### src/rtl/pixel_serializer_pkg.sv
package pixel_serializer_pkg;

    localparam int BYTE_W  = 8;
    localparam int IDX_W   = 4;
    localparam int SLOTS   = 8;
    localparam int COLOR_W = 3;

    typedef enum logic [1:0] {
        DEPTH_1 = 2'd0,
        DEPTH_2 = 2'd1,
        DEPTH_4 = 2'd2,
        DEPTH_4_ALT = 2'd3
    } depth_t;

    typedef enum logic {
        ST_IDLE  = 1'b0,
        ST_SHIFT = 1'b1
    } ser_state_t;

    typedef logic [SLOTS-1:0][IDX_W-1:0] slot_vec_t;

endpackage

### src/rtl/pixel_unpack.sv
module pixel_unpack
    import pixel_serializer_pkg::*;
(
    input  logic [BYTE_W-1:0] byte_q,
    input  depth_t            depth,
    output slot_vec_t         slots
);

    slot_vec_t one_bit;
    slot_vec_t two_bit;
    slot_vec_t four_bit;

    for (genvar s = 0; s < SLOTS; s++) begin : g_slot
        // single-bit slots, MSB shown first
        assign one_bit[s] = {{(IDX_W-1){1'b0}}, byte_q[7-s]};

        // two-bit slots draw one bit from each nibble
        if (s < 4) begin : g_two
            assign two_bit[s] = {2'b00, byte_q[7-s], byte_q[3-s]};
        end else begin : g_two_pad
            assign two_bit[s] = '0;
        end

        // four-bit slots take alternate bits
        if (s < 2) begin : g_four
            assign four_bit[s] = {byte_q[7-s], byte_q[5-s], byte_q[3-s], byte_q[1-s]};
        end else begin : g_four_pad
            assign four_bit[s] = '0;
        end
    end

    always_comb begin
        unique case (depth)
            DEPTH_1:     slots = one_bit;
            DEPTH_2:     slots = two_bit;
            DEPTH_4,
            DEPTH_4_ALT: slots = four_bit;
            default:     slots = four_bit;
        endcase
    end

endmodule

### src/rtl/run_timer.sv
module run_timer #(
    parameter int SCALE_W = 4
) (
    input  logic               clk,
    input  logic               rst_n,
    input  logic               restart,
    input  logic               advance,
    input  logic [SCALE_W-1:0] scale,
    output logic               run_done
);

    logic [SCALE_W-1:0] run_cnt;
    logic [SCALE_W-1:0] scale_eff;

    assign scale_eff = (scale == '0) ? SCALE_W'(1) : scale;
    assign run_done  = (run_cnt >= scale_eff);

    always_ff @(posedge clk or negedge rst_n) begin
        if (!rst_n) begin
            run_cnt <= SCALE_W'(1);
        end else if (restart) begin
            run_cnt <= SCALE_W'(1);
        end else if (advance) begin
            run_cnt <= run_done ? SCALE_W'(1) : run_cnt + SCALE_W'(1);
        end
    end

    // the run count never passes the scale it was started with
    p_run_bound_r6: assert property (@(posedge clk) disable iff (!rst_n)
        run_cnt >= SCALE_W'(1) && run_cnt <= scale_eff);

    // a stalled timer keeps its count
    p_run_hold_r7: assert property (@(posedge clk) disable iff (!rst_n)
        (!advance && !restart) |=> $stable(run_cnt));

endmodule

### src/rtl/pixel_serializer.sv
module pixel_serializer
    import pixel_serializer_pkg::*;
#(
    parameter int SCALE_W = 4
) (
    input  logic               clk,
    input  logic               rst_n,
    input  logic [7:0]         scr_byte,
    input  logic               pix_ready,
    input  logic               stage0,
    input  logic [1:0]         bpp_sel,
    input  logic [SCALE_W-1:0] hscale,
    input  logic               blank,
    output logic [2:0]         rgb,
    output logic               load_ack
);

    localparam int POS_W = $clog2(SLOTS);

    ser_state_t         state, state_nx;
    logic [BYTE_W-1:0]  byte_q;
    depth_t             depth_q;
    logic [SCALE_W-1:0] scale_q;
    logic [POS_W-1:0]   pos_q;
    logic [POS_W-1:0]   last_pos;
    slot_vec_t          slots;
    logic               do_load;
    logic               step;
    logic               run_done;
    logic               slot_end;

    // ---- slot decode ----
    pixel_unpack u_unpack (
        .byte_q (byte_q),
        .depth  (depth_q),
        .slots  (slots)
    );

    // ---- per-slot repetition ----
    run_timer #(.SCALE_W(SCALE_W)) u_timer (
        .clk      (clk),
        .rst_n    (rst_n),
        .restart  (do_load),
        .advance  (step),
        .scale    (scale_q),
        .run_done (run_done)
    );

    always_comb begin
        unique case (depth_q)
            DEPTH_1:     last_pos = POS_W'(SLOTS - 1);
            DEPTH_2:     last_pos = POS_W'(SLOTS / 2 - 1);
            DEPTH_4,
            DEPTH_4_ALT: last_pos = POS_W'(SLOTS / 4 - 1);
            default:     last_pos = POS_W'(SLOTS / 4 - 1);
        endcase
    end

    // ---- next-state logic ----
    always_comb begin
        do_load  = 1'b0;
        step     = 1'b0;
        slot_end = 1'b0;
        state_nx = state;
        unique case (state)
            ST_IDLE: begin
                if (stage0 && pix_ready) begin
                    do_load  = 1'b1;
                    state_nx = ST_SHIFT;
                end
            end
            ST_SHIFT: begin
                step     = !blank;
                slot_end = step && run_done;
                if (slot_end && pos_q == last_pos) begin
                    state_nx = ST_IDLE;
                end
            end
            default: state_nx = ST_IDLE;
        endcase
    end

    // ---- state register ----
    always_ff @(posedge clk or negedge rst_n) begin
        if (!rst_n) begin
            state   <= ST_IDLE;
            byte_q  <= '0;
            depth_q <= DEPTH_1;
            scale_q <= SCALE_W'(1);
            pos_q   <= '0;
        end else begin
            state <= state_nx;
            if (do_load) begin
                byte_q  <= scr_byte;
                depth_q <= depth_t'(bpp_sel);
                scale_q <= hscale;
                pos_q   <= '0;
            end else if (slot_end && pos_q != last_pos) begin
                pos_q <= pos_q + POS_W'(1);
            end
        end
    end

    // ---- outputs ----
    always_comb begin
        load_ack = 1'b0;
        rgb      = '0;
        unique case (state)
            ST_IDLE: begin
                load_ack = do_load;
            end
            ST_SHIFT: begin
                if (!blank) rgb = slots[pos_q][COLOR_W-1:0];
            end
            default: rgb = '0;
        endcase
    end

    // ---- assertions ----
    p_load_starts_r5: assert property (@(posedge clk) disable iff (!rst_n)
        load_ack |=> (state == ST_SHIFT && pos_q == '0));

    p_busy_no_ack_r8: assert property (@(posedge clk) disable iff (!rst_n)
        (state == ST_SHIFT) |-> !load_ack);

    p_blank_black_r7: assert property (@(posedge clk) disable iff (!rst_n)
        blank |-> (rgb == '0));

    p_blank_freeze_r7: assert property (@(posedge clk) disable iff (!rst_n)
        (state == ST_SHIFT && blank) |=> (state == ST_SHIFT && $stable(pos_q)));

    p_pos_range_r8: assert property (@(posedge clk) disable iff (!rst_n)
        pos_q <= last_pos);

    p_exit_at_last_r8: assert property (@(posedge clk) disable iff (!rst_n)
        ($past(state) == ST_SHIFT && state == ST_IDLE) |-> ($past(pos_q) == $past(last_pos)));

endmodule

### config.mk
export PLATFORM = sky130hd
export DESIGN_NAME = pixel_serializer
export DESIGN_NICKNAME = d
export VERILOG_FILES = /design/src/rtl/pixel_serializer_pkg.sv /design/src/rtl/pixel_unpack.sv /design/src/rtl/run_timer.sv /design/src/rtl/pixel_serializer.sv
export SDC_FILE = /design/constraint.sdc
export NUM_CORES = 1
export LEC_CHECK = 0
export CAP_MARGIN = 20
export CORE_MARGIN = 10
export CORE_UTILIZATION = 30
export CTS_CLUSTER_DIAMETER = 80
export CTS_CLUSTER_SIZE = 14
export DETAILED_ROUTE_END_ITERATION = 10
export GPL_TIMING_DRIVEN = 0
export SYNTH_ARGS = -nofsm -noshare
export SYNTH_HDL_FRONTEND = slang
export SYNTH_HIERARCHICAL = 1
export SYNTH_SLANG_ARGS = --single-unit
### constraint.sdc
create_clock -name clk -period 4.4 [get_ports clk]
set_input_delay 0.88 -clock clk [delete_from_list [all_inputs] [get_ports clk]]
set_output_delay 0.88 -clock clk [all_outputs]
set_load 0.1 [all_outputs]
# Yosys cells after proc, flatten, opt, wreduce, memory -nomap -nowiden
# Index checks and enable logic that the tools add are counted.
[op_classes]
addsub = 2
magnitude_cmp = 2
eq_ne = 5
n_mux = 19
n_bitwise = 1
reduce_logical = 10
[ops]
columns = ["op", "count"]
rows = [
  ["one-hot mux 32 bit (3 select lines)", 1],
  ["two-way mux 4 bit", 4],
  ["two-way mux 3 bit", 5],
  ["binary-select mux 4 bit (select 3 bit)", 1],
  ["one-hot mux 3 bit (3 select lines)", 1],
  ["two-way mux 1 bit", 6],
  ["adder 4 x 1 -> 4 bit (second input constant)", 1],
  ["equality test 2 bit (second input constant)", 2],
  ["greater-or-equal comparator 4 bit", 1],
  ["logical AND 1 bit", 4],
  ["logical NOT 4 bit", 1],
  ["< comparator 3 x 4 -> 1 bit (second input constant)", 1],
  ["nonzero test 2 bit", 2],
  ["adder 3 x 1 -> 3 bit (second input constant)", 1],
  ["equality test 3 bit", 1],
  ["inequality test 3 bit", 1],
  ["equality test 2 x 1 -> 1 bit (second input constant)", 1],
  ["logical NOT 2 bit", 1],
  ["one-hot mux 1 bit (2 select lines)", 1],
  ["OR reduction 2 bit", 1],
  ["logical NOT 1 bit", 1],
  ["NOT 1 bit", 1],
]
[totals]
ff_bits = 22
in_bits = 19
output_inout_bits = 4
elab_cells = 45

# Longest topological paths before layout
# Gate-level depths: netlist of the first run.
[depth]
ltp_word = 8
ltp_mapped = 11
ltp_nobuf = 10

# Hierarchy
# Netlist of the first run, hierarchy kept.
[by_module_without_submodules]
columns = ["module", "instances", "cells_each", "area_each_um2", "seq_area_each_um2"]
rows = [
  ["pixel_serializer", 1, 102, 1011.0, 451.7],
  ["run_timer", 1, 36, 350.3, 101.3],
  ["pixel_unpack", 1, 43, 314.1, 0.0],
]

# Worst setup path after synthesis of the first run
# No wires, ideal clock.
[synth_path]
path_kind = "register to output"
from = "reg depth_q[0]"
to = "out rgb[0]"
arrival_ns = 2.352
required_time_ns = 3.520
setup_slack_ns = 1.168
path_stages_with_launch = 7
n_path_buf = 1
path_cell_list = "dfrtp_1 > buf_6 > nor2_1 > and2_2 > mux4_2 > mux2i_1 > nor2_1"
[synth_lines]
columns = ["item", "line_no", "rtl"]
rows = [
  ["from (decl)", "pixel_serializer.sv:22", "depth_t depth_q;"],
  ["from (signal assigned)", "pixel_serializer.sv:95", "depth_q <= depth_t'(bpp_sel);"],
  ["to (decl)", "pixel_serializer.sv:14", "output logic [2:0] rgb,"],
]

# Worst setup path in the final report of the first run
[layout_path]
from = "in pix_ready"
to = "out load_ack"
[layout_via]
elab_chain_len = 4
[layout_rtl]
columns = ["item", "line_no", "rtl"]
rows = [
  ["from (decl)", "pixel_serializer.sv:9", "input logic pix_ready,"],
  ["logical AND 1 bit", "pixel_serializer.sv:67", "if (stage0 && pix_ready) begin"],
  ["two-way mux 1 bit", "pixel_serializer.sv:67", ""],
  ["two-way mux 1 bit", "pixel_serializer.sv:65", "unique case (state)"],
  ["two-way mux 1 bit", "pixel_serializer.sv:108", "unique case (state)"],
  ["to (decl)", "pixel_serializer.sv:15", "output logic load_ack"],
]
# No other way between the ends.

==> metrics, run 1 <==
outcome finished, final reports clean; post-CTS resize count 0; RSZ-0062 raised after global routing no; Critical Path Slowest Stage Cell dlymetal6s2s_1; clk root buf clkbuf_8; IO Pins 23; leakage just under 1 nW; count of warnings emitted by yosys 6; Worst VDD drop between 0.3 and 0.4 mV; Initial Utilization 31.3%; share of layout cells above drive strength 1 19.1%; final net count approximately 240; Pre-antenna DRT Iters 4; sw frac between 40% and 50%; worst path cell trace clkdlybuf4s50_1 > nand3b_4 > inv_2 > clkbuf_1 > dlymetal6s2s_1; final hold violation count 0; number of max-cap violations 0; pin count of the biggest net entering global routing 23; type of origin of the critical path input port; synthesis-to-layout area growth 25.6%; first-pass GRT wire length slightly above 6 mm; Gate power share between 50% and 60%; Setup CP Type in2out; DR iter-0 viols 55; Port Buffers 22; syn avg cell area slightly above 9 µm²; CP Max Fanout 14; die area 8730 µm²; Int Pwr approximately 0.75 mW; Rel. slew slack 34.8%; global-route usage over all layers between 8 and 9%; period utilization approximately nine tenths; drt wl/cell 12.5 µm; fill count between 500 and 600; initial antenna violation count 0; Least-Margin Pin Slew between 0.9 and 1 ns; power per cell area 646 nW/µm²; post-synthesis instance area around 1600 µm²; setup bufs post-CTS 0; count of final max-slew check failures 0; via count ~1200; crit end category primary output; ANT cells 0; RePlAce Congestion about 0.8; sequential power share 30.0%; standard-cell rows 26; Post-Synthesis Cells between 150 and 200; Worst EP required 3.52 ns; CTS Buffer Depth 2; Routed WL 3.49 mm; clock share of power a little under an eighth; total power approximately 1.3 mW; die height 93.4 µm; Post-DRT Antenna Nets 0; Die X about 93 µm; vias in the first global route around 1300; P_sw 0.563 mW; HP Class reg2reg; Final TNS setup 0 ns; Vias per Instance around 4.5; Clock transition at path regs ~0.080 ns; Clock Sinks 22; number of remaining DRC errors 0; cts bufs inserted 3; H-tree depth 1; skew final between 0.005 and 0.006 ns; Arr. time, crit path approximately 3 ns; fmax approximately 250 MHz; DP HPWL 2.67 mm; Core Area ~5200 µm²; post-layout min period 3.92 ns; setup violators final 0; cts hold-fix bufs 0; worst skew pair latency between 0.2 and 0.3 ns; CTS tree done; total grt overflow 0; CP peak stage delay about 0.83 ns
-- through the flow --
stage | util, % | setup slack [ns] | cell area [µm²] | hold WS (ns) | std cells
after floorplan | - | 1.17 | 1650 | 0.439 | 182
after global placement | 37.9 | 0.0296 | 1960 | 0.452 | 274
after detailed placement | 37.9 | 0.00958 | 1960 | 0.463 | 274
after CTS | 38.9 | 0.00800 | 2010 | 0.474 | 278
after global routing | 39.3 | 0.346 | 2030 | 0.506 | 279
final | 39.3 | 0.476 | 2030 | 0.467 | 279
-- flip-flops by register name, indices dropped and copies added (netlist names) --
| register | cells |
|---|---|
| scale_q | 4 |
| depth_q | 2 |
| u_timer/run_cnt | 4 |
| pos_q | 3 |
| byte_q | 8 |
| state | 1 |
-- layer usage --
metal / vias to the layer above / part of all wire [%] / track usage, %
met1: 581 / 47 / 11.0
met2: 17 / 49 / 14.2
li1: 642 / - / -
met3: 2 / 3.7 / 2.32
met4: 0 / 0.49 / 1.54
met5: - / 0 / 0
-- placed cells by master, fill, tap and decap left out, drive strengths merged --
cell	n
a2111oi	1
a21oi	4
a22o	2
a31o	1
a31oi	3
and2	8
and3	1
and3b	1
buf	17
clkbuf	6
clkdlybuf4s50	21
conb	10
dfrtp	20
dfstp	2
dlymetal6s2s	1
ha	6
inv	7
mux2i	8
mux4	6
nand2	47
nand2b	5
nand3	2
nand3b	1
nand4bb	2
nor2	10
nor2b	1
o211a	1
o211ai	4
o21a	1
o21ai	5
o21bai	1
o31ai	2
or3b	1
xnor2	1
-- power by group through the flow --
stage               sequential [mW]  combinational, mW  clock (mW)
floorplan                     0.366              0.645           0
global placement              0.393              0.764           0
global route                  0.411              0.862       0.161
CTS                           0.395              0.779       0.151
finish                        0.393              0.771       0.148
detailed placement            0.398              0.778           0
-- layout make-up --
cell class / instances / area [µm²] / area share [%]
multi-input combinational: 135 / 940 / 46.2
sequential: 22 / 553 / 27.2
timing repair buffer: 23 / 238 / 11.7
buffer: 18 / 133 / 6.53
tap: 70 / 87.6 / 4.31
clock buffer: 4 / 55.1 / 2.71
inverter: 7 / 26.3 / 1.29
-- critical path, delay by kind of cell --
kind / cells / cell delay [ns]
AND/OR/NAND/NOR: 1 / 0.15
buffers and inverters: 4 / 2.00
-- final timing paths --
path,start,end,slack [ns],cells past startpoint
setup / recovery,pix_ready,load_ack,0.48,5
hold / removal,scale_q[0]$_DFFE_PN1P_,scale_q[0]$_DFFE_PN1P_,0.47,2
setup reg to reg,scale_q[3]$_DFFE_PN0P_,pos_q[2]$_DFFE_PN0P_,2.03,11
hold reg to reg,scale_q[0]$_DFFE_PN1P_,scale_q[0]$_DFFE_PN1P_,0.47,2
max in group asynchronous,rst_n,u_timer/run_cnt[0]$_DFFE_PN1P_,2.96,2
min in group asynchronous,rst_n,u_timer/run_cnt[2]$_DFFE_PN0P_,0.91,1
Note: power is estimated with default switching activity, not from simulation.
==> run 2, diff against run 1 <==
--- a/config.mk
+++ b/config.mk
@@ -12,6 +12,7 @@
 export CTS_CLUSTER_SIZE = 14
 export DETAILED_ROUTE_END_ITERATION = 10
 export GPL_TIMING_DRIVEN = 0
+export SKIP_CTS_REPAIR_TIMING = 1
 export SYNTH_ARGS = -nofsm -noshare
 export SYNTH_HDL_FRONTEND = slang
 export SYNTH_HIERARCHICAL = 1
==> results of run 2 <==
No change in the layout: final DEF, timing and power equal those of run 1.
==> run 3, diff against run 2 <==
--- a/config.mk
+++ b/config.mk
@@ -12,7 +12,6 @@
 export CTS_CLUSTER_SIZE = 14
 export DETAILED_ROUTE_END_ITERATION = 10
 export GPL_TIMING_DRIVEN = 0
-export SKIP_CTS_REPAIR_TIMING = 1
 export SYNTH_ARGS = -nofsm -noshare
 export SYNTH_HDL_FRONTEND = slang
 export SYNTH_HIERARCHICAL = 1
==> results of run 3 <==
No change in the layout: final DEF, timing and power equal those of run 1.
